--- config.mk ---
export PLATFORM = sky130hd
export DESIGN_NAME = pinctl_setclr
export DESIGN_NICKNAME = d
export VERILOG_FILES = /design/src/rtl/pinctl_pkg.sv /design/src/rtl/pinctl_feat_reg.sv /design/src/rtl/pinctl_edge_det.sv /design/src/rtl/pinctl_bank.sv /design/src/rtl/pinctl_setclr.sv
export SDC_FILE = /design/constraint.sdc
export NUM_CORES = 1
export LEC_CHECK = 0
export ABC_AREA = 0
export BUFFER_PORTS_ARGS = -buffer_cell sky130_fd_sc_hd__buf_2
export CAP_MARGIN = 20
export CORE_MARGIN = 4
export CORE_UTILIZATION = 30
export DETAILED_ROUTE_END_ITERATION = 16
export GPL_ROUTABILITY_DRIVEN = 0
export GPL_TIMING_DRIVEN = 0
export PLACE_DENSITY = 0.56
export RECOVER_POWER = 50
export SLEW_MARGIN = 15
export SYNTH_ARGS = -nofsm -noshare
export SYNTH_HDL_FRONTEND = slang
export SYNTH_SLANG_ARGS = --single-unit
--- constraint.sdc ---
create_clock -name clk -period 1.6 [get_ports clk]
set_clock_uncertainty 0.1 [all_clocks]
set_input_delay 0.08 -clock clk [delete_from_list [all_inputs] [get_ports clk]]
set_output_delay 0.08 -clock clk [all_outputs]
set_load 0.02 [all_outputs]
--- src/rtl/pinctl_pkg.sv ---
package pinctl_pkg;

   // Number of set/clear feature registers per bank
   localparam int FEAT_CNT = 6;
   // Number of decoded words per bank
   localparam int REG_CNT  = 9;

   typedef enum logic [3:0] {
      REG_DRV_LVL = 4'd0,
      REG_DRV_EN  = 4'd1,
      REG_IN_EN   = 4'd2,
      REG_OALT1   = 4'd3,
      REG_OALT2   = 4'd4,
      REG_IALT1   = 4'd5,
      REG_LEVEL   = 4'd6,
      REG_RISE    = 4'd7,
      REG_FALL    = 4'd8
   } reg_idx_e;

endpackage

--- src/rtl/pinctl_feat_reg.sv ---
// One per-pin feature register updated from a packed set/clear command word.
module pinctl_feat_reg #(
   parameter int         W    = 16,
   parameter logic [W-1:0] KEEP = '1
) (
   input  logic           clk,
   input  logic           rst_n,
   input  logic           wr_en,
   input  logic [2*W-1:0] cmd,
   output logic [W-1:0]   q
);

   logic [W-1:0] set_m;
   logic [W-1:0] clr_m;
   logic [W-1:0] nxt;

   always_comb begin
      set_m = cmd[W-1:0];
      clr_m = cmd[2*W-1:W];
      // clear has priority over set for the same pin
      nxt   = ((q | set_m) & ~clr_m) & KEEP;
   end

   always_ff @(posedge clk or negedge rst_n) begin
      if (!rst_n)     q <= '0;
      else if (wr_en) q <= nxt;
   end

endmodule

--- src/rtl/pinctl_edge_det.sv ---
// Pad input synchronizer, gated level and sticky rise/fall status.
module pinctl_edge_det #(
   parameter int           W           = 16,
   parameter int           SYNC_STAGES = 2,
   parameter logic [W-1:0] KEEP        = '1
) (
   input  logic         clk,
   input  logic         rst_n,
   input  logic [W-1:0] pad_in,
   input  logic [W-1:0] in_en,
   input  logic         clr_rise,
   input  logic         clr_fall,
   input  logic [W-1:0] clr_mask,
   output logic [W-1:0] level,
   output logic [W-1:0] rise_sts,
   output logic [W-1:0] fall_sts
);

   if (SYNC_STAGES < 2) begin : g_chk_sync
      $error("pinctl_edge_det: SYNC_STAGES must be at least 2");
   end

   logic [SYNC_STAGES-1:0][W-1:0] stage_q;
   logic [W-1:0] synced;
   logic [W-1:0] prev_q;
   logic [W-1:0] rise_ev;
   logic [W-1:0] fall_ev;
   logic [W-1:0] rise_keep;
   logic [W-1:0] fall_keep;

   always_ff @(posedge clk or negedge rst_n) begin
      if (!rst_n) begin
         stage_q <= '0;
         prev_q  <= '0;
      end else begin
         stage_q <= {stage_q[SYNC_STAGES-2:0], pad_in};
         prev_q  <= synced;
      end
   end

   always_comb begin
      synced    = stage_q[SYNC_STAGES-1];
      level     = synced & in_en & KEEP;
      rise_ev   =  synced & ~prev_q & in_en & KEEP;
      fall_ev   = ~synced &  prev_q & in_en & KEEP;
      rise_keep = clr_rise ? ~clr_mask : '1;
      fall_keep = clr_fall ? ~clr_mask : '1;
   end

   // a fresh edge wins over a simultaneous software clear
   always_ff @(posedge clk or negedge rst_n) begin
      if (!rst_n) begin
         rise_sts <= '0;
         fall_sts <= '0;
      end else begin
         rise_sts <= (rise_sts & rise_keep) | rise_ev;
         fall_sts <= (fall_sts & fall_keep) | fall_ev;
      end
   end

endmodule

--- src/rtl/pinctl_bank.sv ---
// One bank: six feature registers, edge logic and read mux.
module pinctl_bank
   import pinctl_pkg::*;
#(
   parameter int           W           = 16,
   parameter int           SYNC_STAGES = 2,
   parameter logic [W-1:0] KEEP        = '1
) (
   input  logic           clk,
   input  logic           rst_n,
   input  logic           sel,
   input  logic           we,
   input  reg_idx_e       reg_idx,
   input  logic [2*W-1:0] wdata,
   input  logic [W-1:0]   pad_in,
   output logic [W-1:0]   drv_lvl,
   output logic [W-1:0]   drv_en,
   output logic [W-1:0]   in_en,
   output logic [W-1:0]   oalt1,
   output logic [W-1:0]   oalt2,
   output logic [W-1:0]   ialt1,
   output logic [W-1:0]   rise_sts,
   output logic [W-1:0]   fall_sts,
   output logic [2*W-1:0] rdata
);

   logic [FEAT_CNT-1:0][W-1:0] feat_q;
   logic [W-1:0] level;
   logic         wr_hit;

   assign wr_hit = sel & we;

   for (genvar f = 0; f < FEAT_CNT; f++) begin : g_feat
      logic feat_wr;
      assign feat_wr = wr_hit && (4'(reg_idx) == 4'(f));
      pinctl_feat_reg #(.W(W), .KEEP(KEEP)) u_feat (
         .clk   (clk),
         .rst_n (rst_n),
         .wr_en (feat_wr),
         .cmd   (wdata),
         .q     (feat_q[f])
      );
   end

   assign drv_lvl = feat_q[int'(REG_DRV_LVL)];
   assign drv_en  = feat_q[int'(REG_DRV_EN)];
   assign in_en   = feat_q[int'(REG_IN_EN)];
   assign oalt1   = feat_q[int'(REG_OALT1)];
   assign oalt2   = feat_q[int'(REG_OALT2)];
   assign ialt1   = feat_q[int'(REG_IALT1)];

   pinctl_edge_det #(.W(W), .SYNC_STAGES(SYNC_STAGES), .KEEP(KEEP)) u_edge (
      .clk      (clk),
      .rst_n    (rst_n),
      .pad_in   (pad_in),
      .in_en    (in_en),
      .clr_rise (wr_hit && (reg_idx == REG_RISE)),
      .clr_fall (wr_hit && (reg_idx == REG_FALL)),
      .clr_mask (wdata[W-1:0]),
      .level    (level),
      .rise_sts (rise_sts),
      .fall_sts (fall_sts)
   );

   always_comb begin
      rdata = '0;
      if (sel) begin
         case (reg_idx)
            REG_LEVEL: rdata[W-1:0] = level;
            REG_RISE:  rdata[W-1:0] = rise_sts;
            REG_FALL:  rdata[W-1:0] = fall_sts;
            default: begin
               for (int f = 0; f < FEAT_CNT; f++) begin
                  if (4'(reg_idx) == 4'(f)) rdata[W-1:0] = feat_q[f];
               end
            end
         endcase
      end
   end

endmodule

--- src/rtl/pinctl_setclr.sv ---
// Multi-bank pin controller with set/clear feature registers.
module pinctl_setclr
   import pinctl_pkg::*;
#(
   parameter int PINS_PER_BANK = 16,
   parameter int NBANK         = 2,
   parameter int ADDR_W        = 8,
   parameter int BANK_LSB      = 7,
   parameter int SYNC_STAGES   = 2,
   parameter logic [NBANK*PINS_PER_BANK-1:0] RSVD_MASK = 32'hE080_0000
) (
   input  logic                             clk,
   input  logic                             rst_n,
   input  logic [ADDR_W-1:0]                bus_addr,
   input  logic                             bus_we,
   input  logic [2*PINS_PER_BANK-1:0]       bus_wdata,
   output logic [2*PINS_PER_BANK-1:0]       bus_rdata,
   input  logic [NBANK*PINS_PER_BANK-1:0]   pad_in,
   output logic [NBANK*PINS_PER_BANK-1:0]   pad_out,
   output logic [NBANK*PINS_PER_BANK-1:0]   pad_oe,
   output logic [NBANK*PINS_PER_BANK-1:0]   in_buf_en,
   output logic [NBANK*PINS_PER_BANK-1:0]   alt_out1_sel,
   output logic [NBANK*PINS_PER_BANK-1:0]   alt_out2_sel,
   output logic [NBANK*PINS_PER_BANK-1:0]   alt_in1_sel
);

   localparam int NPIN       = NBANK * PINS_PER_BANK;
   localparam int DATA_W     = 2 * PINS_PER_BANK;
   localparam int BSEL_W     = (NBANK > 1) ? $clog2(NBANK) : 1;
   localparam int REG_ADDR_W = BANK_LSB - 2;

   if (NBANK < 2) begin : g_chk_nbank
      $error("pinctl_setclr: NBANK must be at least 2");
   end
   if (BANK_LSB < 6) begin : g_chk_lsb
      $error("pinctl_setclr: BANK_LSB too small for the register words");
   end
   if (ADDR_W < BANK_LSB + BSEL_W) begin : g_chk_addr
      $error("pinctl_setclr: ADDR_W cannot hold the bank select");
   end
   if (PINS_PER_BANK < 1) begin : g_chk_ppb
      $error("pinctl_setclr: PINS_PER_BANK must be positive");
   end

   logic [BANK_LSB-1:0]   offs;
   logic [REG_ADDR_W-1:0] word;
   logic [BSEL_W-1:0]     bsel;
   logic                  hi_ok;
   logic                  reg_hit;
   reg_idx_e              reg_idx;
   logic [NBANK-1:0]      bank_sel;
   logic [NBANK-1:0][DATA_W-1:0] bank_rd;
   logic [NPIN-1:0]       rise_sts_all;
   logic [NPIN-1:0]       fall_sts_all;

   assign offs    = bus_addr[BANK_LSB-1:0];
   assign word    = offs[BANK_LSB-1:2];
   assign bsel    = bus_addr[BANK_LSB +: BSEL_W];
   assign reg_hit = (offs[1:0] == 2'b00) && (word < REG_ADDR_W'(REG_CNT));
   assign reg_idx = reg_idx_e'(word[3:0]);

   if (ADDR_W > BANK_LSB + BSEL_W) begin : g_hi_chk
      assign hi_ok = (bus_addr[ADDR_W-1:BANK_LSB+BSEL_W] == '0);
   end else begin : g_hi_none
      assign hi_ok = 1'b1;
   end

   for (genvar b = 0; b < NBANK; b++) begin : g_bank
      assign bank_sel[b] = hi_ok && reg_hit && (bsel == BSEL_W'(b));

      pinctl_bank #(
         .W           (PINS_PER_BANK),
         .SYNC_STAGES (SYNC_STAGES),
         .KEEP        (~RSVD_MASK[b*PINS_PER_BANK +: PINS_PER_BANK])
      ) u_bank (
         .clk      (clk),
         .rst_n    (rst_n),
         .sel      (bank_sel[b]),
         .we       (bus_we),
         .reg_idx  (reg_idx),
         .wdata    (bus_wdata),
         .pad_in   (pad_in[b*PINS_PER_BANK +: PINS_PER_BANK]),
         .drv_lvl  (pad_out[b*PINS_PER_BANK +: PINS_PER_BANK]),
         .drv_en   (pad_oe[b*PINS_PER_BANK +: PINS_PER_BANK]),
         .in_en    (in_buf_en[b*PINS_PER_BANK +: PINS_PER_BANK]),
         .oalt1    (alt_out1_sel[b*PINS_PER_BANK +: PINS_PER_BANK]),
         .oalt2    (alt_out2_sel[b*PINS_PER_BANK +: PINS_PER_BANK]),
         .ialt1    (alt_in1_sel[b*PINS_PER_BANK +: PINS_PER_BANK]),
         .rise_sts (rise_sts_all[b*PINS_PER_BANK +: PINS_PER_BANK]),
         .fall_sts (fall_sts_all[b*PINS_PER_BANK +: PINS_PER_BANK]),
         .rdata    (bank_rd[b])
      );
   end

   always_comb begin
      bus_rdata = '0;
      for (int b = 0; b < NBANK; b++) bus_rdata = bus_rdata | bank_rd[b];
   end

endmodule

==> impl_metrics.py <==
metrics = {
    "run_status": {
        "outcome": "finished with violations",
        "failed_checks": "negative hold slack, max-capacitance violations, max-slew violations, negative setup slack",
    },
    "yosys": {
        "ys.flop_type": "dfrtp_1",
        "synth.top_cell.area_share": 0.548,
        "synth-seq-cells": 316,
        "netlist_area_um2": 14400,
        "async_flop_share": 1.00,
        "synth_edf_count": 0,
        "ys_warn_count": 0,
        "synth_cell_types": 58,
        "synth_top_cells_by_area": "dfrtp_1, a21oi_1, nand2_1",
        "yosysSeqAreaShare": 0.548,
        "synth.avg_cell_area_um2": 9.51,
        "syn_inst": 1517,
        "synth_top_area_cell": "dfrtp_1",
    },
    "clock_tree": {
        "cts_buffers": 36,
        "clock_latency_ps": 560,
        "cts_buffer_depth": 3,
        "clock_sinks": 316,
        "path_clk_slew_ps": 60,
        "htree_levels": 2,
        "tritoncts": "yes",
        "holdBufCountCts": 60,
        "root_buffer": "clkbuf_16",
    },
    "drt": {
        "dr.max_layer_used": "met5",
        "wl_met1_um": 27400,
        "route.met3.wl_um": 8060,
        "remaining_drc_errors": 0,
        "drtPass1Iterations": 6,
        "dr_wl_met2_um": 31800,
        "vias": 14617,
        "ant_nets": 0,
        "drtIter0Drc": 1736,
        "drt_wl_total_um": 70800,
        "wire_per_inst_um": 27.1,
        "viasPerCell": 5.60,
    },
    "floorplan": {
        "die-area_um2": 51700,
        "die_w_um": 227,
        "die_y_um": 227,
        "core_area_um2": 47600,
        "initial_core_util": 0.303,
        "std_cell_rows": 80,
        "ios": 299,
    },
    "power": {
        "cellPowerDensity_nw_per_um2": 983,
        "ir_drop_mv": 0.613,
        "clkPwrFrac": 0.430,
        "intPower_uw": 14200,
        "power.switching_fraction": 0.280,
        "power.leakage_uw": 0.00915,
        "switchingPower_uw": 5510,
        "combPwrFrac": 0.134,
        "p_seq_frac": 0.436,
    },
    "global_route": {
        "grt_usage": 0.264,
        "antenna_found_initial": 4,
        "grt_pass1_wl_um": 99100,
        "grt_pass1_vias": 13920,
        "grt-ovfl-total": 0,
        "grt_max_degree": 103,
    },
    "finish": {
        "drive_gt1_frac": 0.304,
        "fill_cells": 4709,
        "area_growth_pct": 38.8,
        "multi_input_area_um2": 5880,
        "fin_area_um2": 20000,
        "finish.utilization": 0.420,
        "register_area_um2": 7930,
        "nNetsFinal": 2041,
    },
    "sta": {
        "setup_ws_ps": -577,
        "setup_violations": 146,
        "tightest_slew_ps": 1770,
        "drv_slew": 74,
        "max_slew_margin": -0.183,
        "rsz0062_at_grt": "yes",
        "whs_ps": -125,
        "clock.fmax_mhz": 459,
        "hold_viol": 73,
        "post-route-min-period_ps": 2180,
        "period_share": 1.36,
    },
    "flow_run": {
        "cap_violations": 1,
    },
    "setup_path": {
        "crit_required_ps": 1420,
        "worstPathCellList": "buf_8, clkbuf_4, buf_4, buf_4, a21oi_1, o32ai_4, nand3_1, o22ai_4, buf_6",
        "cp-end-kind": "output pin",
        "crit_fanout": 10,
        "worstPathArrival_ps": 2000,
        "start_kind": "primary input",
        "critical_path.max_stage_delay_ps": 300,
        "worst-path-buf-inv": 5,
        "critical_path_class": "in2out",
        "crit_family": "buffers and inverters",
        "crit_top_cell": "buf_4",
        "slowest_stage": "buf_4",
    },
    "placed_design": {
        "dpl_cell_area_um2": 16900,
        "io_buffers": 241,
        "hpwl_um": 49100,
    },
    "min_path": {
        "hold_path_class": "in2async",
    },
}
==> cells by family (layout without fill, tap and decap cells) <==
family | after synthesis | in the layout | share of synthesized area
multiplexers | 15 | 15 | 0.0105
flip-flops | 316 | 316 | 0.548
other | 1 | 41 | 0.000260
AND/OR/NAND/NOR | 319 | 319 | 0.0967
AO/OA/AOI/OAI | 570 | 570 | 0.251
buffers and inverters | 296 | 732 | 0.0933
==> per-layer routing <==
layer | track usage | up-vias
li1 | - | 6131
met1 | 0.359 | 7220
met2 | 0.410 | 1059
met3 | 0.0600 | 203
met4 | 0.108 | 4
met5 | 0 | -
==> layout by cell type, fill, tap and decap left out, types with 40 or more instances in the layout <==
cell and count:
buf_4 131, dfrtp_1 299, dlygate4sd3_1 60, conb_1 40
a21oi_1 200, a22oi_1 85, buf_2 225, nand2_1 217
clkbuf_1 51, o21ai_0 85, inv_1 124
==> area by class of cell <==
cell class / count / area share
multi-input combinational: 944 / 0.294
timing repair buffer: 375 / 0.126
clock inverter: 10 / 0.00600
clock buffer: 54 / 0.0534
buffer: 164 / 0.0610
antenna: 1 / 0.000125
tap: 615 / 0.0384
sequential: 316 / 0.396
inverter: 129 / 0.0246
==> repair_timing <==
item	in CTS	in global routing
gates cloned	0	1
endpoints found under the hold margin	301	106
pin swaps	25	42
endpoints found under the setup margin	209	146
resized for setup	155	136
setup buffers	31	39
==> state kept, by name (all words and copies together), names as in the netlist <==
name                           count
g_bank.u_bank.u_edge.fall_sts     32
g_bank.u_bank.u_edge.rise_sts     32
g_bank.u_bank.u_edge.synced       28
g_bank.u_bank.u_edge.prev_q       28
g_bank.u_bank.u_edge.stage_q      28
g_bank.u_bank.g_feat.u_feat.q    168
==> power by group through the flow <==
stage	sequential, uW	clock, uW	combinational (uW)
global placement	8730	0	2140
floorplan	8860	0	994
detailed placement	8730	0	2190
finish	8580	8470	2630
global route	8610	8880	2790
CTS	8580	8510	2480
==> metrics by stage <==
stage                     setup TNS, ps  setup slack, ps  hold WS [ps]  cells  total power [uW]
after floorplan                   -1280             -109          -316   1556              9850
after global placement         -2028030            -5840          88.3   2412             10900
after detailed placement        -199010            -1520         -3.43   2415             10900
after CTS                        -11420             -611          -579   2567             19600
after global routing             -85680             -627          44.0   2608             20300
final                            -18840             -577          -125   2608             19700
==> worst paths after layout <==
check	end	cells past startpoint	slack, ps	from
min	g_bank[1].u_bank.g_feat[4].u_feat.q[10]	1	-120	rst_n
min in group clk	g_bank[0].u_bank.g_feat[5].u_feat.q[1]	6	60	bus_addr[2]
min reg2reg	g_bank[0].u_bank.u_edge.synced[5]	0	250	g_bank[0].u_bank.u_edge.stage_q[5]
max reg2reg	g_bank[1].u_bank.u_edge.fall_sts[1]	3	450	g_bank[1].u_bank.g_feat[2].u_feat.q[1]
max	bus_rdata[11]	9	-580	bus_addr[2]
max in group asynchronous	g_bank[0].u_bank.g_feat[2].u_feat.q[7]	3	-190	rst_n
==> Yosys cell counts (2+ instances only) <==
cell type  number
a211oi_1        3
o2bb2ai_1      15
a311oi_1        5
a21boi_0        8
buf_6           3
a21oi_1       205
o32a_1          4
nor2_2          3
a22oi_1        87
o21ai_1        10
o22ai_1         6
a2bb2oi_1       9
a32oi_1        17
nor2_1         37
nor3_1         10
o221a_2         3
o32ai_1         9
o211ai_1        2
inv_1         128
nand3b_1        3
nand3_1         4
buf_1           3
a22o_1         11
o221ai_1       17
nor2b_1        14
nand4_1         2
a21o_1         17
nor3_2          2
mux2i_1        14
clkbuf_1       73
o21ai_0       103
a31oi_1        17
dfrtp_1       316
a32o_1         13
nand2_1       223
and3_1          3
o22a_1          4
nand2b_1        7
o21a_1          2
buf_4          41
buf_2          47
No activity file was read; power rests on OpenSTA's default activity.
